File: config.mk
export PLATFORM = sky130hd
export DESIGN_NAME = kc_rx_decoder
export DESIGN_NICKNAME = d
export VERILOG_FILES = /design/src/rtl/kc_rx_pkg.sv /design/src/rtl/kc_classify.sv /design/src/rtl/kc_frame_ctl.sv /design/src/rtl/kc_rx_decoder.sv
export SDC_FILE = /design/constraint.sdc
export NUM_CORES = 1
export LEC_CHECK = 0
export ABC_CLOCK_PERIOD_IN_PS = 1400
export BUFFER_PORTS_ARGS = -buffer_cell sky130_fd_sc_hd__buf_2
export CAP_MARGIN = 20
export CORE_ASPECT_RATIO = 1.1
export CORE_UTILIZATION = 36
export CTS_CLUSTER_DIAMETER = 60
export DETAILED_ROUTE_END_ITERATION = 8
export GPL_ROUTABILITY_DRIVEN = 1
export PLACE_DENSITY = 0.61
export SYNTH_ARGS = -nofsm -noshare
export SYNTH_HDL_FRONTEND = slang
export SYNTH_SLANG_ARGS = --single-unit
File: constraint.sdc
create_clock -name clk -period 1.4 [get_ports clk]
set_input_delay 0.07 -clock clk [delete_from_list [all_inputs] [get_ports clk]]
set_output_delay 0.07 -clock clk [all_outputs]
set_load 0.02 [all_outputs]
File: src/rtl/kc_rx_pkg.sv
package kc_rx_pkg;

    localparam int SYM_W  = 8;
    localparam int TRIG_N = 8;

    localparam logic [SYM_W-1:0] K_FILL  = 8'hBC;
    localparam logic [SYM_W-1:0] K_GRST  = 8'h3C;
    localparam logic [SYM_W-1:0] K_START = 8'h1C;
    localparam logic [SYM_W-1:0] K_END   = 8'hFE;

    typedef enum logic [2:0] {
        SC_DATA,
        SC_FILL,
        SC_GRST,
        SC_START,
        SC_END,
        SC_TRIG,
        SC_BAD
    } sym_class_e;

    // byte value that selects trigger bus bit idx
    function automatic logic [SYM_W-1:0] trig_code(input int idx);
        case (idx)
            0:       return 8'h5C;
            1:       return 8'h7C;
            2:       return 8'h9C;
            3:       return 8'hDC;
            4:       return 8'hFC;
            5:       return 8'hF7;
            6:       return 8'hFB;
            default: return 8'hFD;
        endcase
    endfunction

    typedef struct packed {
        logic              in_frame;
        logic              err;
        logic [TRIG_N-1:0] trig;
        logic              grst;
        logic              sof;
        logic              valid;
        logic [SYM_W-1:0]  data;
        logic              eof;
    } rx_state_t;

endpackage

File: src/rtl/kc_classify.sv
module kc_classify
    import kc_rx_pkg::*;
#(
    parameter int W  = SYM_W,
    parameter int NT = TRIG_N
) (
    input  logic [W-1:0]  sym_data,
    input  logic          sym_is_k,
    output sym_class_e    cls,
    output logic [NT-1:0] trig_hit
);

    for (genvar g = 0; g < NT; g++) begin : g_trig_cmp
        assign trig_hit[g] = sym_is_k && (sym_data == trig_code(g));
    end

    always_comb begin
        if (!sym_is_k) begin
            cls = SC_DATA;
        end else if (|trig_hit) begin
            cls = SC_TRIG;
        end else begin
            case (sym_data)
                K_FILL:  cls = SC_FILL;
                K_GRST:  cls = SC_GRST;
                K_START: cls = SC_START;
                K_END:   cls = SC_END;
                default: cls = SC_BAD;
            endcase
        end
    end

endmodule

File: src/rtl/kc_frame_ctl.sv
module kc_frame_ctl
    import kc_rx_pkg::*;
(
    input  logic                clk,
    input  logic                rst_n,
    input  sym_class_e          cls,
    input  logic [TRIG_N-1:0]   trig_hit,
    input  logic [SYM_W-1:0]    sym_data,
    output rx_state_t           st_q
);

    rx_state_t st_d;

    always_comb begin
        st_d       = st_q;
        st_d.trig  = '0;
        st_d.grst  = 1'b0;
        st_d.sof   = 1'b0;
        st_d.valid = 1'b0;
        st_d.eof   = 1'b0;
        case (cls)
            SC_DATA: begin
                if (st_q.in_frame) begin
                    st_d.valid = 1'b1;
                    st_d.data  = sym_data;
                end else begin
                    st_d.err = 1'b1;
                end
            end
            SC_START: begin
                st_d.sof      = 1'b1;
                st_d.in_frame = 1'b1;
                if (st_q.in_frame) st_d.err = 1'b1;
            end
            SC_END: begin
                if (st_q.in_frame) begin
                    st_d.eof      = 1'b1;
                    st_d.in_frame = 1'b0;
                end else begin
                    st_d.err = 1'b1;
                end
            end
            SC_GRST: begin
                st_d.grst     = 1'b1;
                st_d.in_frame = 1'b0;
                st_d.err      = 1'b0;
            end
            SC_TRIG: st_d.trig = trig_hit;
            SC_BAD:  st_d.err  = 1'b1;
            default: ;
        endcase
    end

    always_ff @(posedge clk or negedge rst_n) begin
        if (!rst_n) st_q <= '0;
        else        st_q <= st_d;
    end

endmodule

File: src/rtl/kc_rx_decoder.sv
module kc_rx_decoder
    import kc_rx_pkg::*;
(
    input  logic              clk,
    input  logic              rst_n,
    input  logic [SYM_W-1:0]  sym_data,
    input  logic              sym_is_k,
    output logic [TRIG_N-1:0] trig_o,
    output logic              gr_pulse_o,
    output logic              pl_sof_o,
    output logic              pl_valid_o,
    output logic [SYM_W-1:0]  pl_data_o,
    output logic              pl_eof_o,
    output logic              proto_err_o
);

    sym_class_e        cls;
    logic [TRIG_N-1:0] trig_hit;
    rx_state_t         st_q;

    kc_classify #(.W(SYM_W), .NT(TRIG_N)) classify_i (
        .sym_data (sym_data),
        .sym_is_k (sym_is_k),
        .cls      (cls),
        .trig_hit (trig_hit)
    );

    kc_frame_ctl frame_i (
        .clk      (clk),
        .rst_n    (rst_n),
        .cls      (cls),
        .trig_hit (trig_hit),
        .sym_data (sym_data),
        .st_q     (st_q)
    );

    assign trig_o      = st_q.trig;
    assign gr_pulse_o  = st_q.grst;
    assign pl_sof_o    = st_q.sof;
    assign pl_valid_o  = st_q.valid;
    assign pl_data_o   = st_q.data;
    assign pl_eof_o    = st_q.eof;
    assign proto_err_o = st_q.err;

endmodule

==> results_tabular.tex, run 1 <==
\begin{tabular}{lr}
\hline
Metric & Value \\
\hline
\multicolumn{2}{l}{\textbf{Run status}} \\
\quad Run status & completed \\
\multicolumn{2}{l}{\textbf{Logic synthesis}} \\
\quad Synth area leader & sky130\_fd\_sc\_hd\_\_dfrtp\_1 \\
\quad Synth top area share & about half \\
\quad Post-synth ARST share & 100\% \\
\quad Primary FF master, synth & sky130\_fd\_sc\_hd\_\_dfrtp\_1 \\
\quad Syn nets & 132 \\
\quad Portion of the post-synthesis area used by sequential elements & about half \\
\quad Mean post-synth cell area & about 9.4 um2 \\
\quad Leading post-synthesis cells by cell area & sky130\_fd\_sc\_hd\_\_dfrtp\_1 (49\%), sky130\_fd\_sc\_hd\_\_buf\_4 (12\%), sky130\_fd\_sc\_hd\_\_nand2\_1 (9.3\%) \\
\quad Synthesized netlist cell count & approximately 120 \\
\quad Count of distinct cell types in the synthesized netlist & 35 \\
\quad Count of flip-flops with a built-in enable after synthesis & 0 \\
\quad Post-synthesis instance area & approximately 1100 um2 \\
\quad Synth warnings & 0 \\
\quad Number of register bits inferred by synthesis & 22 \\
\multicolumn{2}{l}{\textbf{Detailed routing}} \\
\quad Final antenna-violating net count & 0 \\
\quad Mean routed wirelength per cell & around 12 um \\
\quad Top metal layer carrying routed signals & met4 \\
\quad Total detailed-routing wirelength & between 2000 and 2500 um \\
\quad Via total after detailed routing & about 950 \\
\quad \# DRC & 0 \\
\quad DRC marker count from the first detailed-route iteration & 21 \\
\quad Detailed Routing Iterations Pass 1 & 4 \\
\quad Wire length on met1 & $\sim$1000 um \\
\quad Drt via density & just over 5 \\
\quad Met2 wire length & $\sim$1200 um \\
\quad Total length of routed met3 wires & 88 um \\
\multicolumn{2}{l}{\textbf{Timing}} \\
\quad Sum Neg Setup Slack & 0 ps \\
\quad Setup violations, final & 0 \\
\quad Clock tree skew after final layout & about 11 ps \\
\quad Min Tclk post-route & about 1200 ps \\
\quad Final period util & between 80\% and 90\% \\
\quad Final-report hold violation count & 0 \\
\quad Final Max Slew Viols & 0 \\
\quad Slew margin rel. & between 60 and 70\% \\
\quad Unrepaired setup endpoints after global routing & false \\
\quad Hold\_ws & roughly 19 ps \\
\quad Fin worst setup slack & 164 ps \\
\quad Pin slew with the least headroom to its limit & a little under 500 ps \\
\quad Peak clock frequency supported by timing & between 800 and 900 MHz \\
\multicolumn{2}{l}{\textbf{Critical path}} \\
\quad Worst R2R Start & frame\_i.st\_q[21]\$\_DFFE\_PN0P\_ \\
\quad Category of the critical setup timing path & primary input to flip-flop \\
\quad WP data arrival & 1470 ps \\
\quad Number of cells traversed by the worst register-to-register path & 4 \\
\quad Peak fanout along the critical path & 4 \\
\quad CP Data Required Time & roughly 1600 ps \\
\quad Critical path launch point type & primary input \\
\quad Beginning of the critical path & sym\_data[1] \\
\quad Last element of the critical path & frame\_i.st\_q[20]\$\_DFFE\_PN0P\_ \\
\quad Reg-to-reg critical path endpoint & frame\_i.st\_q[20]\$\_DFFE\_PN0P\_ \\
\quad Critical path endpoint category & flip-flop \\
\quad Worst setup slack for register-to-register paths & around 220 ps \\
\multicolumn{2}{l}{\textbf{Die}} \\
\quad Boundary pin count & 32 \\
\quad Floorplan row count & 21 \\
\quad Overall die area & 3380 um2 \\
\quad Area of the core & around 3000 um2 \\
\quad Floorplan die width & 55.5 um \\
\quad Initial Utilization & 37.5\% \\
\quad Vertical die dimension & $\sim$60 um \\
\multicolumn{2}{l}{\textbf{Pwr}} \\
\quad Power Dens Cells & roughly 1200 nW/um2 \\
\quad Final Total Pwr & approximately 1.6 mW \\
\quad Max rail drop VDD & 760 uV \\
\quad Leakage power & about 0.77 nW \\
\multicolumn{2}{l}{\textbf{Final layout}} \\
\quad Share of post-route cells with drive strength above 1 & between 40\% and 50\% \\
\quad Number of diodes & 0 \\
\quad Flip-flop count of the largest register, all copies and words added & 22 \\
\quad Largest regs & frame\_i.st\_q x22 \\
\quad Filler Cell Count & 306 \\
\quad Area overhead of the layout relative to synthesis & 22.5\% \\
\quad Largest register by flop count & frame\_i.st\_q \\
\quad Post-route design area & between 1000 and 1500 um2 \\
\quad Number of nets in the layout & approximately 170 \\
\quad Final Util & approximately 46\% \\
\quad Final instance count without filler cells & 188 \\
\multicolumn{2}{l}{\textbf{Global routing}} \\
\quad Vias in the first global route & $\sim$890 \\
\quad Wire length of the first global-routing pass & 3940 um \\
\quad Number of antenna violations at the first check in global routing & 0 \\
\quad Largest net degree at the start of global routing & 23 \\
\quad Total global-route track usage & between 10\% and 20\% \\
\quad Total congestion overflow & 0 \\
\multicolumn{2}{l}{\textbf{Clock tree}} \\
\quad Insertion delay to the later sink of the worst-skew pair & about 310 ps \\
\quad TritonCTS clock tree & done \\
\quad Clock Tree Buf Depth & 2 \\
\quad Sink count of the clock tree & 22 \\
\quad Number of buffers created by CTS & 3 \\
\quad Postcts setup bufs & 0 \\
\quad Clock-pin transition on the worst setup and hold timing paths & 120 ps \\
\quad Clock root buffer & sky130\_fd\_sc\_hd\_\_clkbuf\_4 \\
\quad CTS HTree Levels & 1 \\
\multicolumn{2}{l}{\textbf{Place}} \\
\quad Number of buffer cells added on primary ports & 31 \\
\quad Placed Area & around 1300 um2 \\
\quad RD Place Congestion & roughly 0.85 \\
\quad Post-placement cell count & between 150 and 200 \\
\quad Dpl ws & -191 ps \\
\quad Half-perimeter wire length after placement & approximately 1900 um \\
\multicolumn{2}{l}{\textbf{Hold path}} \\
\quad Worst hold path cell count & 3 \\
\quad Path category of the worst min-delay check & primary input to flip-flop \\
\multicolumn{2}{l}{\textbf{Run}} \\
\quad Max-cap check violation count & 0 \\
\hline
\end{tabular}
## synthesized netlist by cell type, types with 2 or more instances
cell                       count
sky130_fd_sc_hd__nor3_1        4
sky130_fd_sc_hd__clkbuf_1      3
sky130_fd_sc_hd__nor4b_1       2
sky130_fd_sc_hd__buf_4        18
sky130_fd_sc_hd__inv_1         3
sky130_fd_sc_hd__nor2_1        4
sky130_fd_sc_hd__buf_2         2
sky130_fd_sc_hd__nand3_1       4
sky130_fd_sc_hd__nor3b_1       2
sky130_fd_sc_hd__nand2_1      28
sky130_fd_sc_hd__and3_1        2
sky130_fd_sc_hd__nand4_1       2
sky130_fd_sc_hd__and2_1        2
sky130_fd_sc_hd__dfrtp_1      22
sky130_fd_sc_hd__and3b_1       2
sky130_fd_sc_hd__a31oi_1       2
## worst min path at each step
stage / startpoint / end
2_1_floorplan: rst_n / frame_i.st_q[0]$_DFF_PN0_
3_3_place_gp: rst_n / frame_i.st_q[2]$_DFFE_PN0P_
3_5_place_dp: rst_n / frame_i.st_q[8]$_DFFE_PN0P_
4_1_cts: sym_data[1] / frame_i.st_q[2]$_DFFE_PN0P_
5_1_grt: sym_data[1] / frame_i.st_q[2]$_DFFE_PN0P_
6_report: sym_data[1] / frame_i.st_q[2]$_DFFE_PN0P_
## power by group
group	total (mW)	leakage (nW)	switching, mW	internal [mW]
sequential	0.787	0.289	0.0502	0.737
clock	0.343	0.0210	0.185	0.159
combinational	0.469	0.455	0.296	0.172
## per-layer routing
metal	track usage (%)	vias up
li1	-	455
met1	17.6	460
met2	27.2	26
met3	3.41	6
met4	6.43	0
met5	0	-
## cells in the final DEF (no fill, tap or decap), types with 2 or more instances in the layout
cell / n
sky130_fd_sc_hd__buf_2: 31
sky130_fd_sc_hd__nand2_1: 28
sky130_fd_sc_hd__dfrtp_1: 22
sky130_fd_sc_hd__buf_4: 20
sky130_fd_sc_hd__nor3_1: 4
sky130_fd_sc_hd__nand3_1: 4
sky130_fd_sc_hd__nor2_1: 4
sky130_fd_sc_hd__inv_1: 3
sky130_fd_sc_hd__clkbuf_4: 3
sky130_fd_sc_hd__and3_1: 2
sky130_fd_sc_hd__nor4b_1: 2
sky130_fd_sc_hd__and2_1: 2
sky130_fd_sc_hd__nor3b_1: 2
sky130_fd_sc_hd__nand4_1: 2
sky130_fd_sc_hd__a31oi_1: 2
## critical path, cell delays in order
cell                       delay (ps)
sky130_fd_sc_hd__buf_2            130
sky130_fd_sc_hd__buf_4            140
sky130_fd_sc_hd__xor2_1           140
sky130_fd_sc_hd__or4_1            420
sky130_fd_sc_hd__and3_1           190
sky130_fd_sc_hd__and4_2           260
sky130_fd_sc_hd__a211oi_2         140
## cells by family (layout without fill, tap and decap cells)
| group | after synthesis | in the layout | synth area share [%] |
|---|---|---|---|
| XOR/XNOR | 2 | 2 | 1.55 |
| AND/OR/NAND/NOR | 60 | 60 | 28.3 |
| AO/OA/AOI/OAI | 9 | 9 | 6.18 |
| buffers and inverters | 28 | 61 | 15.5 |
| flip-flops | 22 | 22 | 48.6 |
## layout make-up
class / instances / area [um2] / area share [%]
Tap cell: 34 / 42.5 / 3.06
Clock buffer: 4 / 36.3 / 2.61
Multi-Input combinational cell: 71 / 424 / 30.5
Timing Repair Buffer: 52 / 315 / 22.7
Sequential cell: 22 / 551 / 39.6
Inverter: 5 / 20.0 / 1.44
## timing repair
item                                    4_1_cts  5_1_grt
hold buffers                                  1        0
endpoints found under the setup margin        0        2
endpoints found under the hold margin        22        0
resized for setup                             0        2
No activity file was read; power rests on OpenSTA's default activity.
==> run 2: changes to the inputs <==
ABC_CLOCK_PERIOD_IN_PS = 1550   (was 1400)
CORE_MARGIN = 2   (was not set)
PLACE_DENSITY = 0.59   (was 0.61)
clock period = 1.55 ns   (was 1.4 ns; I/O delays follow)
==> results_tabular.tex, run 2 (synthesis results as in run 1) <==
\begin{tabular}{lr}
\hline
Metric & Value \\
\hline
\multicolumn{2}{l}{\textbf{Run}} \\
\quad Max-cap check violation count & 0 (unchanged) \\
\multicolumn{2}{l}{\textbf{Critical path}} \\
\quad CP Data Required Time & 1780 ps (+140 ps) \\
\quad Critical path launch point type & primary input \\
\quad Number of cells traversed by the worst register-to-register path & 4 (unchanged) \\
\quad Peak fanout along the critical path & 10 (+6) \\
\quad Beginning of the critical path & sym\_data[1] \\
\quad Reg-to-reg critical path endpoint & frame\_i.st\_q[20]\$\_DFFE\_PN0P\_ \\
\quad Category of the critical setup timing path & primary input to flip-flop \\
\quad Worst setup slack for register-to-register paths & 450 ps (+230 ps) \\
\quad Worst R2R Start & frame\_i.st\_q[21]\$\_DFFE\_PN0P\_ \\
\quad WP data arrival & 1550 ps (+80 ps) \\
\quad Last element of the critical path & frame\_i.st\_q[20]\$\_DFFE\_PN0P\_ \\
\quad Critical path endpoint category & flip-flop \\
\multicolumn{2}{l}{\textbf{Die}} \\
\quad Floorplan row count & 21 (unchanged) \\
\quad Initial Utilization & 37.5\% (unchanged) \\
\quad Overall die area & 3610 um2 (+7.0\%) \\
\quad Floorplan die width & 57.5 um (+3.6\%) \\
\quad Boundary pin count & 32 (unchanged) \\
\quad Area of the core & 3020 um2 (unchanged) \\
\quad Vertical die dimension & 62.9 um (+3.3\%) \\
\multicolumn{2}{l}{\textbf{Final layout}} \\
\quad Flip-flop count of the largest register, all copies and words added & 22 (unchanged) \\
\quad Most common cell after layout, fill and taps aside & sky130\_fd\_sc\_hd\_\_buf\_2 \\
\quad Commonest cells after routing, fill and taps aside & sky130\_fd\_sc\_hd\_\_buf\_2 (31), sky130\_fd\_sc\_hd\_\_nand2\_1 (28), sky130\_fd\_sc\_hd\_\_dfrtp\_1 (22) \\
\quad Largest register by flop count & frame\_i.st\_q \\
\quad Largest regs & frame\_i.st\_q x22 \\
\quad Post-route design area & 1320 um2 (-5.0\%) \\
\quad Area overhead of the layout relative to synthesis & 16.4\% \\
\quad Number of nets in the layout & 161 (-3.0\%) \\
\quad Number of diodes & 0 (unchanged) \\
\quad Share of post-route cells with drive strength above 1 & 36.5\% (-4.4 points) \\
\multicolumn{2}{l}{\textbf{Timing}} \\
\quad Final period util & roughly 85\% \\
\quad Final-report hold violation count & 0 (unchanged) \\
\quad Unrepaired setup endpoints after global routing & false \\
\quad Setup violations, final & 0 (unchanged) \\
\quad Min Tclk post-route & 1320 ps \\
\quad Hold\_ws & 33.5 ps (+14.5 ps) \\
\quad Clock tree skew after final layout & 1.43 ps (-9.65 ps) \\
\quad Peak clock frequency supported by timing & 756 MHz \\
\quad Final Max Slew Viols & 0 (unchanged) \\
\quad Slew margin rel. & 67.8\% (+0.20 points) \\
\quad Pin slew with the least headroom to its limit & 483 ps (-2.98 ps) \\
\multicolumn{2}{l}{\textbf{Pwr}} \\
\quad Leakage power & 0.719 nW (-6.0\%) \\
\quad Max rail drop VDD & 545 uV (-28\%) \\
\quad Power Dens Cells & 1040 nW/um2 (-10\%) \\
\multicolumn{2}{l}{\textbf{Clock tree}} \\
\quad Clock-pin transition on the worst setup and hold timing paths & 110 ps (about the same) \\
\quad Post-cts gate resize count & 0 (unchanged) \\
\quad TritonCTS clock tree & done \\
\quad Number of buffers created by CTS & 3 (unchanged) \\
\quad Clock root buffer & sky130\_fd\_sc\_hd\_\_clkbuf\_4 \\
\quad Clock Tree Buf Depth & 2 (unchanged) \\
\quad Sink count of the clock tree & 22 (unchanged) \\
\quad CTS HTree Levels & 1 (unchanged) \\
\quad Postcts setup bufs & 0 (unchanged) \\
\quad Insertion delay to the later sink of the worst-skew pair & 300 ps (about the same) \\
\multicolumn{2}{l}{\textbf{Detailed routing}} \\
\quad Mean routed wirelength per cell & 12.7 um (+1.8\%) \\
\quad DRC marker count from the first detailed-route iteration & 49 (+130\%) \\
\quad Detailed Routing Iterations Pass 1 & 4 (unchanged) \\
\quad Final antenna-violating net count & 0 (unchanged) \\
\quad Via total after detailed routing & 910 (-3.9\%) \\
\quad \# DRC & 0 (unchanged) \\
\quad Total detailed-routing wirelength & 2310 um (-1.4\%) \\
\quad Drt via density & 5.00 (-0.74\%) \\
\multicolumn{2}{l}{\textbf{Global routing}} \\
\quad Total global-route track usage & 14.2\% (-0.89 points) \\
\quad Largest net degree at the start of global routing & 23 (unchanged) \\
\quad Total congestion overflow & 0 (unchanged) \\
\quad Wire length of the first global-routing pass & 3950 um (+0.36\%) \\
\quad Number of antenna violations at the first check in global routing & 0 (unchanged) \\
\quad Vias in the first global route & 906 (+1.9\%) \\
\multicolumn{2}{l}{\textbf{Place}} \\
\quad Half-perimeter wire length after placement & 1820 um (-2.0\%) \\
\quad Placed Area & 1290 um2 (-3.7\%) \\
\quad Number of buffer cells added on primary ports & 31 (unchanged) \\
\quad RD Place Congestion & 0.779 (-8.2\%) \\
\multicolumn{2}{l}{\textbf{Run status}} \\
\quad Run status & completed \\
\multicolumn{2}{l}{\textbf{Hold path}} \\
\quad Path category of the worst min-delay check & primary input to flip-flop \\
\hline
\end{tabular}
-- run 2: changes by cell type in the layout (fill, tap and decap cells not counted), sizes merged --
cell / delta
buf: -5
clkbuf: -1
-- run 2: what timing repair did --
action / 4_1_cts / 5_1_grt
hold buffers: 1 / 0
setup endpoints to repair: 0 / 0
endpoints found under the hold margin: 22 / 0
-- run 2: how the worst min path moves through the flow --
stage | start | endpoint | depth (start not counted)
floorplan | rst_n | frame_i.st_q[0]$_DFF_PN0_ | 0
global placement | rst_n | frame_i.st_q[13]$_DFF_PN0_ | 1
detailed placement | rst_n | frame_i.st_q[13]$_DFF_PN0_ | 1
CTS | sym_is_k | frame_i.st_q[0]$_DFF_PN0_ | 3
global route | sym_is_k | frame_i.st_q[0]$_DFF_PN0_ | 3
finish | sym_is_k | frame_i.st_q[0]$_DFF_PN0_ | 3
-- run 2: cell type report --
cell class              count  area (um2)
repair buffers             47         278
inverters                   5        18.8
fillers                   316        1700
multi-input cells          71         408
flip-flops and latches     22         551
well taps                  34        42.5
clock buffers               3        22.5
-- run 2: through the flow --
step / TNS [ps] / std cells / utilization (%) / power, mW / setup WS (ps)
after CTS: 0 / 182 / 43.7 / 1.39 / 237
after global placement: -57.6 / 178 / 42.6 / 1.13 / -57.6
after detailed placement: -85.5 / 178 / 42.6 / 1.14 / -85.5
final: 0 / 182 / 43.7 / 1.37 / 226
after global routing: 0 / 182 / 43.7 / 1.46 / 149
after floorplan: 0 / 121 / - / 1.09 / 5.91
-- run 2: routing by layer --
layer,vias to the layer above,global-route usage [%],part of all wire (%)
met5,-,0,0
met4,0,7.27,2.3
met3,7,2.69,4.5
met2,28,22.2,47
met1,428,18.4,46
li1,447,-,-
-- run 2: worst max-delay path: stages --
cell,delay (ps)
sky130_fd_sc_hd__buf_2,110
sky130_fd_sc_hd__buf_4,160
sky130_fd_sc_hd__nand3b_2,210
sky130_fd_sc_hd__or4_4,550
sky130_fd_sc_hd__a41o_1,240
sky130_fd_sc_hd__a211oi_2,200
-- run 2: report_power, final --
group / internal [mW] / switching (mW) / leakage, nW
clock network: 0.0906 / 0.158 / 0.0138
registers: 0.666 / 0.0454 / 0.289
logic: 0.149 / 0.258 / 0.416
==> run 3: changes to the inputs <==
PLACE_DENSITY = not set   (was 0.59)
==> results_tabular.tex, run 3 (synthesis results as in run 1) <==
\begin{tabular}{lr}
\hline
Metric & Value \\
\hline
\multicolumn{2}{l}{\textbf{Clock tree}} \\
\quad Number of buffers created by CTS & 3 (unchanged) \\
\quad TritonCTS clock tree & done \\
\quad Sink count of the clock tree & 22 (unchanged) \\
\quad Insertion delay to the later sink of the worst-skew pair & 310 ps (about the same) \\
\quad Clock Tree Buf Depth & 2 (unchanged) \\
\quad Clock root buffer & sky130\_fd\_sc\_hd\_\_clkbuf\_4 \\
\quad Postcts setup bufs & 0 (unchanged) \\
\quad Clock-pin transition on the worst setup and hold timing paths & 110 ps (about the same) \\
\quad CTS HTree Levels & 1 (unchanged) \\
\multicolumn{2}{l}{\textbf{Pwr}} \\
\quad Leakage power & 0.740 nW (+2.9\%) \\
\quad Max rail drop VDD & 786 uV (+44\%) \\
\quad Power Dens Cells & 1050 nW/um2 (+1.8\%) \\
\multicolumn{2}{l}{\textbf{Final layout}} \\
\quad Largest register by flop count & frame\_i.st\_q \\
\quad Most common cell after layout, fill and taps aside & sky130\_fd\_sc\_hd\_\_buf\_2 \\
\quad Final instance count without filler cells & 186 (+2.2\%) \\
\quad Commonest cells after routing, fill and taps aside & sky130\_fd\_sc\_hd\_\_buf\_2 (31), sky130\_fd\_sc\_hd\_\_nand2\_1 (28), sky130\_fd\_sc\_hd\_\_dfrtp\_1 (22) \\
\quad Flip-flop count of the largest register, all copies and words added & 22 (unchanged) \\
\quad Share of post-route cells with drive strength above 1 & 37.5\% (+1.0 points) \\
\quad Filler Cell Count & 309 (-2.2\%) \\
\quad Area overhead of the layout relative to synthesis & 19.9\% \\
\quad Number of diodes & 0 (unchanged) \\
\quad Final Util & 45.0\% (+1.3 points) \\
\quad Largest regs & frame\_i.st\_q x22 \\
\quad Number of nets in the layout & 164 (+1.9\%) \\
\multicolumn{2}{l}{\textbf{Detailed routing}} \\
\quad Drt via density & 4.87 (-2.6\%) \\
\quad \# DRC & 0 (unchanged) \\
\quad Via total after detailed routing & 906 (-0.44\%) \\
\quad Mean routed wirelength per cell & 12.1 um (-4.7\%) \\
\quad Total detailed-routing wirelength & 2250 um (-2.6\%) \\
\quad Final antenna-violating net count & 0 (unchanged) \\
\quad Detailed Routing Iterations Pass 1 & 4 (unchanged) \\
\quad DRC marker count from the first detailed-route iteration & 38 (-22\%) \\
\multicolumn{2}{l}{\textbf{Critical path}} \\
\quad Critical path endpoint category & flip-flop \\
\quad WP data arrival & 1510 ps (-40 ps) \\
\quad Critical path, cell by cell & buf\_2, nand4bb\_1, a2111oi\_0, buf\_4, and3\_1, and4\_2, a211oi\_2 \\
\quad Critical path launch point type & primary input \\
\quad CP Data Required Time & 1760 ps (-20 ps) \\
\quad Maximum single-stage delay on the critical path & 430 ps (-120 ps) \\
\quad Peak fanout along the critical path & 5 (-5) \\
\quad Category of the critical setup timing path & primary input to flip-flop \\
\quad Slowest cell on the critical path & sky130\_fd\_sc\_hd\_\_a2111oi\_0 \\
\multicolumn{2}{l}{\textbf{Timing}} \\
\quad Hold\_ws & 24.2 ps (-9.33 ps) \\
\quad Min Tclk post-route & 1300 ps (-23.0 ps) \\
\quad Unrepaired setup endpoints after global routing & false \\
\quad Final Max Slew Viols & 0 (unchanged) \\
\quad Final-report hold violation count & 0 (unchanged) \\
\quad Sum Neg Setup Slack & 0 ps (unchanged) \\
\quad Setup violations, final & 0 (unchanged) \\
\quad Peak clock frequency supported by timing & 769 MHz (+1.8\%) \\
\quad Pin slew with the least headroom to its limit & 479 ps (-3.50 ps) \\
\quad Slew margin rel. & 68.1\% (+0.23 points) \\
\quad Clock tree skew after final layout & 1.54 ps (+0.104 ps) \\
\quad Final period util & 83.9\% (-1.5 points) \\
\multicolumn{2}{l}{\textbf{Place}} \\
\quad Half-perimeter wire length after placement & 1780 um (-2.0\%) \\
\quad Number of buffer cells added on primary ports & 31 (unchanged) \\
\quad Post-placement cell count & 180 (+1.1\%) \\
\quad RD Place Congestion & 0.915 (+18\%) \\
\multicolumn{2}{l}{\textbf{Global routing}} \\
\quad Total congestion overflow & 0 (unchanged) \\
\quad GR Layer Usage met3 & 1.24\% (-1.4 points) \\
\quad GR Util met2 & 24.7\% (+2.6 points) \\
\quad Largest net degree at the start of global routing & 23 (unchanged) \\
\quad Met1 layer usage reported by global route & 15.9\% (-2.5 points) \\
\quad Wire length of the first global-routing pass & 3850 um (-2.6\%) \\
\quad Total global-route track usage & 13.7\% (-0.51 points) \\
\quad Layer with the highest usage after global routing & met2 \\
\quad Number of antenna violations at the first check in global routing & 0 (unchanged) \\
\quad Vias in the first global route & 903 (-0.33\%) \\
\multicolumn{2}{l}{\textbf{Hold path}} \\
\quad Path category of the worst min-delay check & primary input to flip-flop \\
\multicolumn{2}{l}{\textbf{Run}} \\
\quad Max-cap check violation count & 0 (unchanged) \\
\multicolumn{2}{l}{\textbf{Die}} \\
\quad Floorplan die width & 57.5 um (unchanged) \\
\quad Initial Utilization & 37.5\% (unchanged) \\
\quad Area of the core & 3020 um2 (unchanged) \\
\quad Floorplan row count & 21 (unchanged) \\
\quad Vertical die dimension & 62.9 um (unchanged) \\
\quad Overall die area & 3610 um2 (unchanged) \\
\quad Boundary pin count & 32 (unchanged) \\
\multicolumn{2}{l}{\textbf{Run status}} \\
\quad Run status & completed \\
\hline
\end{tabular}
[run 3: metal layers]
| layer | wire length (um) | part of all wire, % |
|---|---|---|
| met4 | 44 | 2.0 |
| met3 | 100 | 4.4 |
| met2 | 1130 | 50 |
| met1 | 971 | 43 |
| met5 | 0 | 0 |
[run 3: per-stage QoR]
step | instance area [um2] | power [mW] | worst slack [ps]
after floorplan | 1130 | 1.09 | 5.91
after global placement | 1300 | 1.13 | -76.4
after detailed placement | 1300 | 1.14 | -73.6
after CTS | 1360 | 1.46 | 264
after global routing | 1360 | 1.53 | 64.9
final | 1360 | 1.43 | 249
[run 3: area by class of cell]
cell class	instances	area, um2	area share (%)
flip-flops and latches	22	551	40.5
clock buffers	4	36.3	2.67
well taps	34	42.5	3.13
inverters	5	18.8	1.38
repair buffers	50	303	22.3
multi-input cells	71	408	30.0
[run 3: what timing repair did]
action,CTS,global route
hold buffers,2,0
endpoints found under the setup margin,0,0
resized for setup,0,0
endpoints found under the hold margin,23,0
[run 3: worst paths after layout]
path | startpoint | endpoint | slack [ps] | depth (start not counted)
min | sym_data[2] | frame_i.st_q[3]$_DFFE_PN0P_ | 20 | 3
max | sym_data[0] | frame_i.st_q[20]$_DFFE_PN0P_ | 250 | 7
max in group asynchronous | rst_n | frame_i.st_q[2]$_DFFE_PN0P_ | 980 | 2
max reg2reg | frame_i.st_q[21]$_DFFE_PN0P_ | frame_i.st_q[20]$_DFFE_PN0P_ | 440 | 4
min in group asynchronous | rst_n | frame_i.st_q[12]$_DFF_PN0_ | 240 | 2
min reg2reg | frame_i.st_q[7]$_DFFE_PN0P_ | frame_i.st_q[7]$_DFFE_PN0P_ | 480 | 2
[run 3: power by group]
group          switching [mW]  internal [mW]
sequential             0.0415          0.666
combinational           0.260          0.154
clock                   0.168          0.144
total                   0.470          0.963
[run 3: critical path, delay by kind of cell]
| family | cells | cell delay (ps) |
|---|---|---|
| AND/OR/NAND/NOR | 3 | 650 |
| AO/OA/AOI/OAI | 2 | 470 |
| buffers and inverters | 2 | 320 |
